[config.mk]
export PLATFORM = sky130hd
export DESIGN_NAME = rowctr_file
export DESIGN_NICKNAME = d
export VERILOG_FILES = /design/src/rtl/rowctr_pkg.sv /design/src/rtl/rowctr_decode.sv /design/src/rtl/rowctr_cell.sv /design/src/rtl/rowctr_addr.sv /design/src/rtl/rowctr_file.sv
export SDC_FILE = /design/constraint.sdc
export NUM_CORES = 1
export LEC_CHECK = 0
export BUFFER_PORTS_ARGS = -buffer_cell sky130_fd_sc_hd__buf_2
export CORE_UTILIZATION = 45
export CTS_BUF_LIST = sky130_fd_sc_hd__clkbuf_16
export CTS_CLUSTER_DIAMETER = 30
export DETAILED_ROUTE_END_ITERATION = 10
export SETUP_SLACK_MARGIN = 0.1
export SLEW_MARGIN = 20
export SYNTH_ARGS = -nofsm -noshare
export SYNTH_HDL_FRONTEND = slang
export SYNTH_HIERARCHICAL = 1
export SYNTH_SLANG_ARGS = --single-unit
[constraint.sdc]
create_clock -name clk_i -period 4.05 [get_ports clk_i]
set_input_delay 0.405 -clock clk_i [delete_from_list [all_inputs] [get_ports clk_i]]
set_output_delay 0.405 -clock clk_i [all_outputs]
set_load 0.005 [all_outputs]
[src/rtl/rowctr_pkg.sv]
package rowctr_pkg;
  localparam int VAL_W = 4;
  localparam logic [5:0] OP_SET = 6'h37;
  localparam logic [5:0] OP_INC = 6'h38;

  typedef enum logic [1:0] {UPD_NONE, UPD_SET, UPD_INC} upd_e;

  typedef struct packed {
    upd_e             kind;
    logic             rel_ckpt;
    logic             rel_live;
    logic [VAL_W-1:0] val;
  } upd_t;
endpackage

[src/rtl/rowctr_decode.sv]
module rowctr_decode
  import rowctr_pkg::*;
(
  input  logic        valid_i,
  input  logic [29:0] word_i,
  output upd_t        upd_a_o,
  output upd_t        upd_b_o,
  output upd_t        upd_d_o,
  output logic        rel_a_o,
  output logic        rel_b_o
);
  logic [5:0] op;
  logic [1:0] bank;
  logic [3:0] mode;
  logic [5:0] mask;
  logic       is_set, is_inc;
  logic       unused_bits;

  assign op     = word_i[29:24];
  assign bank   = word_i[23:22];
  assign mode   = word_i[21:18];
  assign mask   = word_i[5:0];
  assign is_set = valid_i && (op == OP_SET);
  assign is_inc = valid_i && (op == OP_INC);
  assign rel_a_o = is_set && bank[0];
  assign rel_b_o = is_set && bank[1];
  assign unused_bits = ^mask[5:3];

  always_comb begin
    upd_a_o.kind     = is_set && mask[0] ? UPD_SET : (is_inc ? UPD_INC : UPD_NONE);
    upd_a_o.rel_ckpt = mode[0];
    upd_a_o.rel_live = 1'b0;
    upd_a_o.val      = word_i[9:6];

    upd_b_o.kind     = is_set && mask[1] ? UPD_SET : (is_inc ? UPD_INC : UPD_NONE);
    upd_b_o.rel_ckpt = mode[1];
    upd_b_o.rel_live = 1'b0;
    upd_b_o.val      = word_i[13:10];

    // mode bit 3 alone enables the destination load
    upd_d_o.kind     = is_set && (mask[2] || mode[3]) ? UPD_SET : (is_inc ? UPD_INC : UPD_NONE);
    upd_d_o.rel_ckpt = mode[2];
    upd_d_o.rel_live = is_set && mode[3];
    upd_d_o.val      = word_i[17:14];
  end
endmodule

[src/rtl/rowctr_cell.sv]
module rowctr_cell
  import rowctr_pkg::*;
#(
  parameter int W = 6
) (
  input  logic         clk_i,
  input  logic         rst_ni,
  input  logic         sel_i,
  input  upd_t         upd_i,
  output logic [W-1:0] live_o
);
  logic [W-1:0] live_q, ckpt_q, live_d, ckpt_d;
  logic [W-1:0] addend, base, sum_set;

  assign addend  = W'(upd_i.val);
  assign base    = upd_i.rel_live ? live_q : (upd_i.rel_ckpt ? ckpt_q : '0);
  assign sum_set = base + addend;

  always_comb begin
    live_d = live_q;
    ckpt_d = ckpt_q;
    if (sel_i) begin
      unique case (upd_i.kind)
        UPD_SET: begin
          live_d = sum_set;
          ckpt_d = sum_set;
        end
        UPD_INC: begin
          if (upd_i.rel_ckpt) begin
            ckpt_d = ckpt_q + addend;
            live_d = ckpt_q + addend;
          end else begin
            live_d = live_q + addend;
          end
        end
        default: ;
      endcase
    end
  end

  always_ff @(posedge clk_i or negedge rst_ni) begin
    if (!rst_ni) begin
      live_q <= '0;
      ckpt_q <= '0;
    end else begin
      live_q <= live_d;
      ckpt_q <= ckpt_d;
    end
  end

  assign live_o = live_q;

  assert_set_mirror_R2: assert property (@(posedge clk_i) disable iff (!rst_ni)
    sel_i && upd_i.kind == UPD_SET |=> live_q == ckpt_q);

  assert_inc_ckpt_copy_R5: assert property (@(posedge clk_i) disable iff (!rst_ni)
    sel_i && upd_i.kind == UPD_INC && upd_i.rel_ckpt |=> live_q == ckpt_q);

  assert_inc_ckpt_kept_R5: assert property (@(posedge clk_i) disable iff (!rst_ni)
    sel_i && upd_i.kind == UPD_INC && !upd_i.rel_ckpt |=> $stable(ckpt_q));

  assert_idle_hold_R10: assert property (@(posedge clk_i) disable iff (!rst_ni)
    !sel_i || upd_i.kind == UPD_NONE |=> $stable(live_q) && $stable(ckpt_q));
endmodule

[src/rtl/rowctr_addr.sv]
module rowctr_addr #(
  parameter int SRC_W      = 6,
  parameter int DST_W      = 10,
  parameter int MM_ALIGN   = 3,
  parameter int VEC_ALIGN  = 2,
  parameter int LANE_W     = 5,
  parameter int LANE_COL_W = 3,
  localparam int COL_W     = LANE_COL_W + 1
) (
  input  logic [SRC_W-1:0]  a_i,
  input  logic [SRC_W-1:0]  b_i,
  input  logic [DST_W-1:0]  d_i,
  input  logic [DST_W-1:0]  base_i,
  input  logic [DST_W-1:0]  field_i,
  input  logic [DST_W-1:0]  ofs_i,
  input  logic [DST_W-1:0]  imm_i,
  input  logic [LANE_W-1:0] lane_i,
  output logic [SRC_W-1:0]  mm_a_o,
  output logic [SRC_W-1:0]  mm_b_o,
  output logic [DST_W-1:0]  mm_d_o,
  output logic [DST_W-1:0]  vec_row_o,
  output logic [COL_W-1:0]  vec_col_o
);
  logic [DST_W-1:0] mm_sum, vaddr, vbase;

  assign mm_a_o = {a_i[SRC_W-1:MM_ALIGN], {MM_ALIGN{1'b0}}};
  assign mm_b_o = {b_i[SRC_W-1:MM_ALIGN], {MM_ALIGN{1'b0}}};

  assign mm_sum = d_i + base_i + field_i + ofs_i;
  assign mm_d_o = {mm_sum[DST_W-1:MM_ALIGN], {MM_ALIGN{1'b0}}};

  assign vaddr     = imm_i + ofs_i + d_i + base_i;
  assign vbase     = {vaddr[DST_W-1:VEC_ALIGN], {VEC_ALIGN{1'b0}}};
  assign vec_row_o = vbase + DST_W'(lane_i[LANE_W-1:LANE_COL_W]);
  assign vec_col_o = {lane_i[LANE_COL_W-1:0], vaddr[1]};
endmodule

[src/rtl/rowctr_file.sv]
module rowctr_file
  import rowctr_pkg::*;
#(
  parameter int  NUM_THREADS = 3,
  parameter int  SRC_W       = 6,
  parameter int  DST_W       = 10,
  localparam int TID_W       = $clog2(NUM_THREADS)
) (
  input  logic             clk_i,
  input  logic             rst_ni,
  input  logic             instr_valid_i,
  input  logic [29:0]      instr_i,
  input  logic [TID_W-1:0] thread_i,
  input  logic [DST_W-1:0] dst_base_i,
  input  logic [DST_W-1:0] thr_ofs_i,
  input  logic [DST_W-1:0] mm_field_i,
  input  logic [DST_W-1:0] vec_imm_i,
  input  logic [4:0]       vec_lane_i,
  output logic [SRC_W-1:0] cnt_a_o,
  output logic [SRC_W-1:0] cnt_b_o,
  output logic [DST_W-1:0] cnt_d_o,
  output logic [SRC_W-1:0] mm_a_row_o,
  output logic [SRC_W-1:0] mm_b_row_o,
  output logic [DST_W-1:0] mm_d_row_o,
  output logic [DST_W-1:0] vec_row_o,
  output logic [3:0]       vec_col_o,
  output logic             bank_rel_a_o,
  output logic             bank_rel_b_o
);
  upd_t upd_a, upd_b, upd_d;
  logic rel_a, rel_b;
  logic rel_a_q, rel_b_q;

  logic [SRC_W-1:0] live_a [NUM_THREADS];
  logic [SRC_W-1:0] live_b [NUM_THREADS];
  logic [DST_W-1:0] live_d [NUM_THREADS];

  rowctr_decode u_decode (
    .valid_i (instr_valid_i),
    .word_i  (instr_i),
    .upd_a_o (upd_a),
    .upd_b_o (upd_b),
    .upd_d_o (upd_d),
    .rel_a_o (rel_a),
    .rel_b_o (rel_b)
  );

  for (genvar t = 0; t < NUM_THREADS; t++) begin : g_thr
    logic sel;
    assign sel = (thread_i == TID_W'(t));

    rowctr_cell #(.W(SRC_W)) u_a (
      .clk_i, .rst_ni, .sel_i(sel), .upd_i(upd_a), .live_o(live_a[t]));
    rowctr_cell #(.W(SRC_W)) u_b (
      .clk_i, .rst_ni, .sel_i(sel), .upd_i(upd_b), .live_o(live_b[t]));
    rowctr_cell #(.W(DST_W)) u_d (
      .clk_i, .rst_ni, .sel_i(sel), .upd_i(upd_d), .live_o(live_d[t]));
  end

  always_comb begin
    cnt_a_o = '0;
    cnt_b_o = '0;
    cnt_d_o = '0;
    for (int t = 0; t < NUM_THREADS; t++) begin
      if (thread_i == TID_W'(t)) begin
        cnt_a_o = live_a[t];
        cnt_b_o = live_b[t];
        cnt_d_o = live_d[t];
      end
    end
  end

  rowctr_addr #(.SRC_W(SRC_W), .DST_W(DST_W)) u_addr (
    .a_i       (cnt_a_o),
    .b_i       (cnt_b_o),
    .d_i       (cnt_d_o),
    .base_i    (dst_base_i),
    .field_i   (mm_field_i),
    .ofs_i     (thr_ofs_i),
    .imm_i     (vec_imm_i),
    .lane_i    (vec_lane_i),
    .mm_a_o    (mm_a_row_o),
    .mm_b_o    (mm_b_row_o),
    .mm_d_o    (mm_d_row_o),
    .vec_row_o (vec_row_o),
    .vec_col_o (vec_col_o)
  );

  always_ff @(posedge clk_i or negedge rst_ni) begin
    if (!rst_ni) begin
      rel_a_q <= 1'b0;
      rel_b_q <= 1'b0;
    end else begin
      rel_a_q <= rel_a;
      rel_b_q <= rel_b;
    end
  end

  assign bank_rel_a_o = rel_a_q;
  assign bank_rel_b_o = rel_b_q;

  assert_thread_range_R6: assert property (@(posedge clk_i) disable iff (!rst_ni)
    instr_valid_i |-> int'(thread_i) < NUM_THREADS);

  assert_rel_a_pulse_R7: assert property (@(posedge clk_i) disable iff (!rst_ni)
    instr_valid_i && instr_i[29:24] == OP_SET && instr_i[22] |=> bank_rel_a_o);

  assert_rel_b_pulse_R7: assert property (@(posedge clk_i) disable iff (!rst_ni)
    instr_valid_i && instr_i[29:24] == OP_SET && instr_i[23] |=> bank_rel_b_o);

  assert_no_rel_R10: assert property (@(posedge clk_i) disable iff (!rst_ni)
    !(instr_valid_i && instr_i[29:24] == OP_SET) |=> !bank_rel_a_o && !bank_rel_b_o);
endmodule

==> impl_metrics.toml <==
[outcome]
status = "completed"

[critical_path]
critPathKind = "register to output pin"
reg2reg_setup_slack_ns = 1.46
r2r_cells = 10
required_ns = 3.64
cp.arrival_ns = 3.59
timing.rr.end = "g_thr[2].u_d/live_o[8]"
end_kind = "output pin"
cp_num_buf_inv = 4
rr_startpoint = "g_thr[2].u_d/live_o[0]"
crit_family = "adder cells"
crit_fanout = 6
worstSetupStartpointType = "register"
crit_slowest_cell = "fa_1"
cp_cell_sequence = "mux2i_2, o2bb2ai_2, inv_2, fa_1, fa_1, inv_2, ha_4, nand4b_1, a2111oi_4, buf_6, a31oi_4, xnor2_1, buf_2"
slowest_delay_ns = 0.51

[sta]
tightest_slew_ns = 0.912
hold_viol_final = 0
rsz0062_at_grt = "yes"
setup_violations = 0
finalCritPeriodShare_pct = 98.7
fin_skew_ns = 0.00940
fmax_mhz = 250
finalMaxSlewViolations = 0
slew-limit-headroom_pct = 39.0
final.min_clock_period_ns = 4.00
setup_slack_ns = 0.0512

[synth]
netlist_area_sq_um = 16100
synth_seq_cells = 134
netlist_top_cells_area = "dfrtp_1, ha_1, fa_1, mux2i_1, nand2_1"
yosysMostFrequentCell = "nand2_1"
yosysTopAreaCell = "dfrtp_1"
syn_inst = 1923
synthDistinctLibCells = 86
synth_seq_area_share_pct = 20.8
synth_edf_count = 0
synthFlopType = "dfrtp_1"
avgSynthCellArea_sq_um = 8.37
synth_common_cells = "nand2_1, inv_1, ha_1"
yosysWarnings = 6
ys_async_sr_fraction_pct = 100
synth_top_cell_area_share_pct = 20.8

[floorplanning]
fp.coreArea_sq_um = 34900
fp.dieW_microns = 191
initial_utilization_pct = 46.1
fp.dieH_microns = 191
rows = 68
dieArea_sq_um = 36500
io_pins = 140

[detailed_routing]
via_per_inst = 5.75
ant_nets = 0
drcViolationCount = 0
post_drt_wl_per_cell_microns = 17.6
route.vias.total = 14352
wl_microns = 43900
drtIter0Drc = 876
drtPass1Iterations = 5

[power_and_ir_drop]
peakVddDrop_v = 0.000287
total_leakage_power_uw = 0.00813
p_per_area_nw_per_um2 = 268

[job]
cap_violations = 0

[worst_hold_path]
hold_path_class = "input port to async pin"

[clocking]
cts-root-buf = "clkbuf_16"
clk_path_buf_depth = 2
clk_pin_slew_worst_paths_ns = 0.06
cts_tree = "yes"
h-tree-depth = 4
clk_latency_ns = 0.44
cts.sinks = 134
holdBufCountCts = 0
cts_buffers = 17

[placed_design]
place_area_sq_um = 17100
portBuffers = 117
dp_hpwl_microns = 33600
post-place-ws_ns = -0.236
dpl.cell_count = 2453
gp_congestion = 0.886

[cells_and_area]
fin_area_sq_um = 18000
drive_gt1_share_pct = 15.6
post-route-util_pct = 51.5
fin_cells = 2498
fin_nets = 2313
area_delta_synth_final_pct = 11.7
antenna-diode-count = 0

[grt]
grt_overflow = 0
antenna_found_initial = 0
grt_pass1_vias = 13875
gr-usage-all-layers_pct = 24.5
grt_max_degree = 79
grt_pass1_wl_microns = 71200
[registers in the layout, indices dropped and copies added, names as in the netlist]
register          flops
g_thr.u_d/ckpt_q     30
g_thr.u_d/live_o     30
g_thr.u_a/ckpt_q     18
g_thr.u_a/live_o     18
g_thr.u_b/ckpt_q     18
g_thr.u_b/live_o     18
bank_rel_a_o          1
bank_rel_b_o          1
[layout make-up]
class	instances	area, sq um
fillers	3330	16900
multi-input cells	1504	11600
flip-flops and latches	134	3370
repair buffers	202	1260
inverters	171	647
well taps	455	569
clock buffers	17	425
clock inverters	15	139
[power by group]
group	total, uW	internal, uW	switching, uW
registers	1520	1420	104
clock network	1560	898	667
logic	1740	802	936
total	4820	3120	1710
[stage by stage]
step | total power, uW | hold WS (ns) | setup TNS, ns
6_report | 4820 | 0.0366 | 0
5_1_grt | 5140 | 0.0920 | -0.521
4_1_cts | 4820 | 0.0544 | -0.0713
3_5_place_dp | 3150 | 0.500 | -0.561
3_3_place_gp | 3120 | 0.492 | -0.480
2_1_floorplan | 2650 | 0.109 | 0
[logic make-up (layout without fill, tap and decap cells)]
logic type | count (synthesis) | after routing | synth area share, %
compound gates | 571 | 571 | 24.3
simple gates | 519 | 519 | 15.8
buf+inv | 294 | 405 | 8.78
fa+ha+maj | 203 | 203 | 18.7
flops | 134 | 134 | 20.8
xor+xnor | 120 | 120 | 6.53
mux | 80 | 80 | 5.07
other cells | 2 | 11 | 0.0467
[cell usage in the layout (no fill, tap or decap), types with 35 or more instances in the layout]
cell      count
a211oi_1     35
a21oi_1     119
buf_2       115
buf_4        80
dfrtp_1     124
fa_1         59
ha_1        134
inv_1       154
mux2i_1      65
nand2_1     170
nand2b_1     40
nor2_1      133
o21ai_0      88
o21ai_1      39
xnor2_1      61
xor2_1       59
[layer usage]
metal,vias to the layer above,GRT usage (%),routed length [microns]
li1,7039,-,-
met1,6935,32.5,19900
met2,340,41.7,21400
met3,38,3.21,1830
met4,0,6.26,684
met5,-,0,0
[timing repair]
action	4_1_cts	5_1_grt
endpoints found under the setup margin	11	12
endpoints found under the hold margin	0	0
gates cloned	0	0
pin swaps	32	19
setup buffers	9	5
gates resized for setup	38	24
[worst max path at each step]
stage / start / endpoint / slack (ns) / cells past startpoint
2_1_floorplan: thread_i[1] / vec_row_o[9] / 0.12 / 14
3_3_place_gp: thread_i[1] / vec_row_o[9] / -0.21 / 14
3_5_place_dp: thread_i[1] / vec_row_o[9] / -0.24 / 14
4_1_cts: g_thr[0].u_d/live_o[1] / vec_row_o[9] / -0.07 / 13
5_1_grt: g_thr[0].u_d/live_o[1] / vec_row_o[9] / -0.10 / 13
6_report: g_thr[1].u_d/live_o[2] / mm_d_row_o[8] / 0.05 / 13
Power figures use the tool's default switching activity.
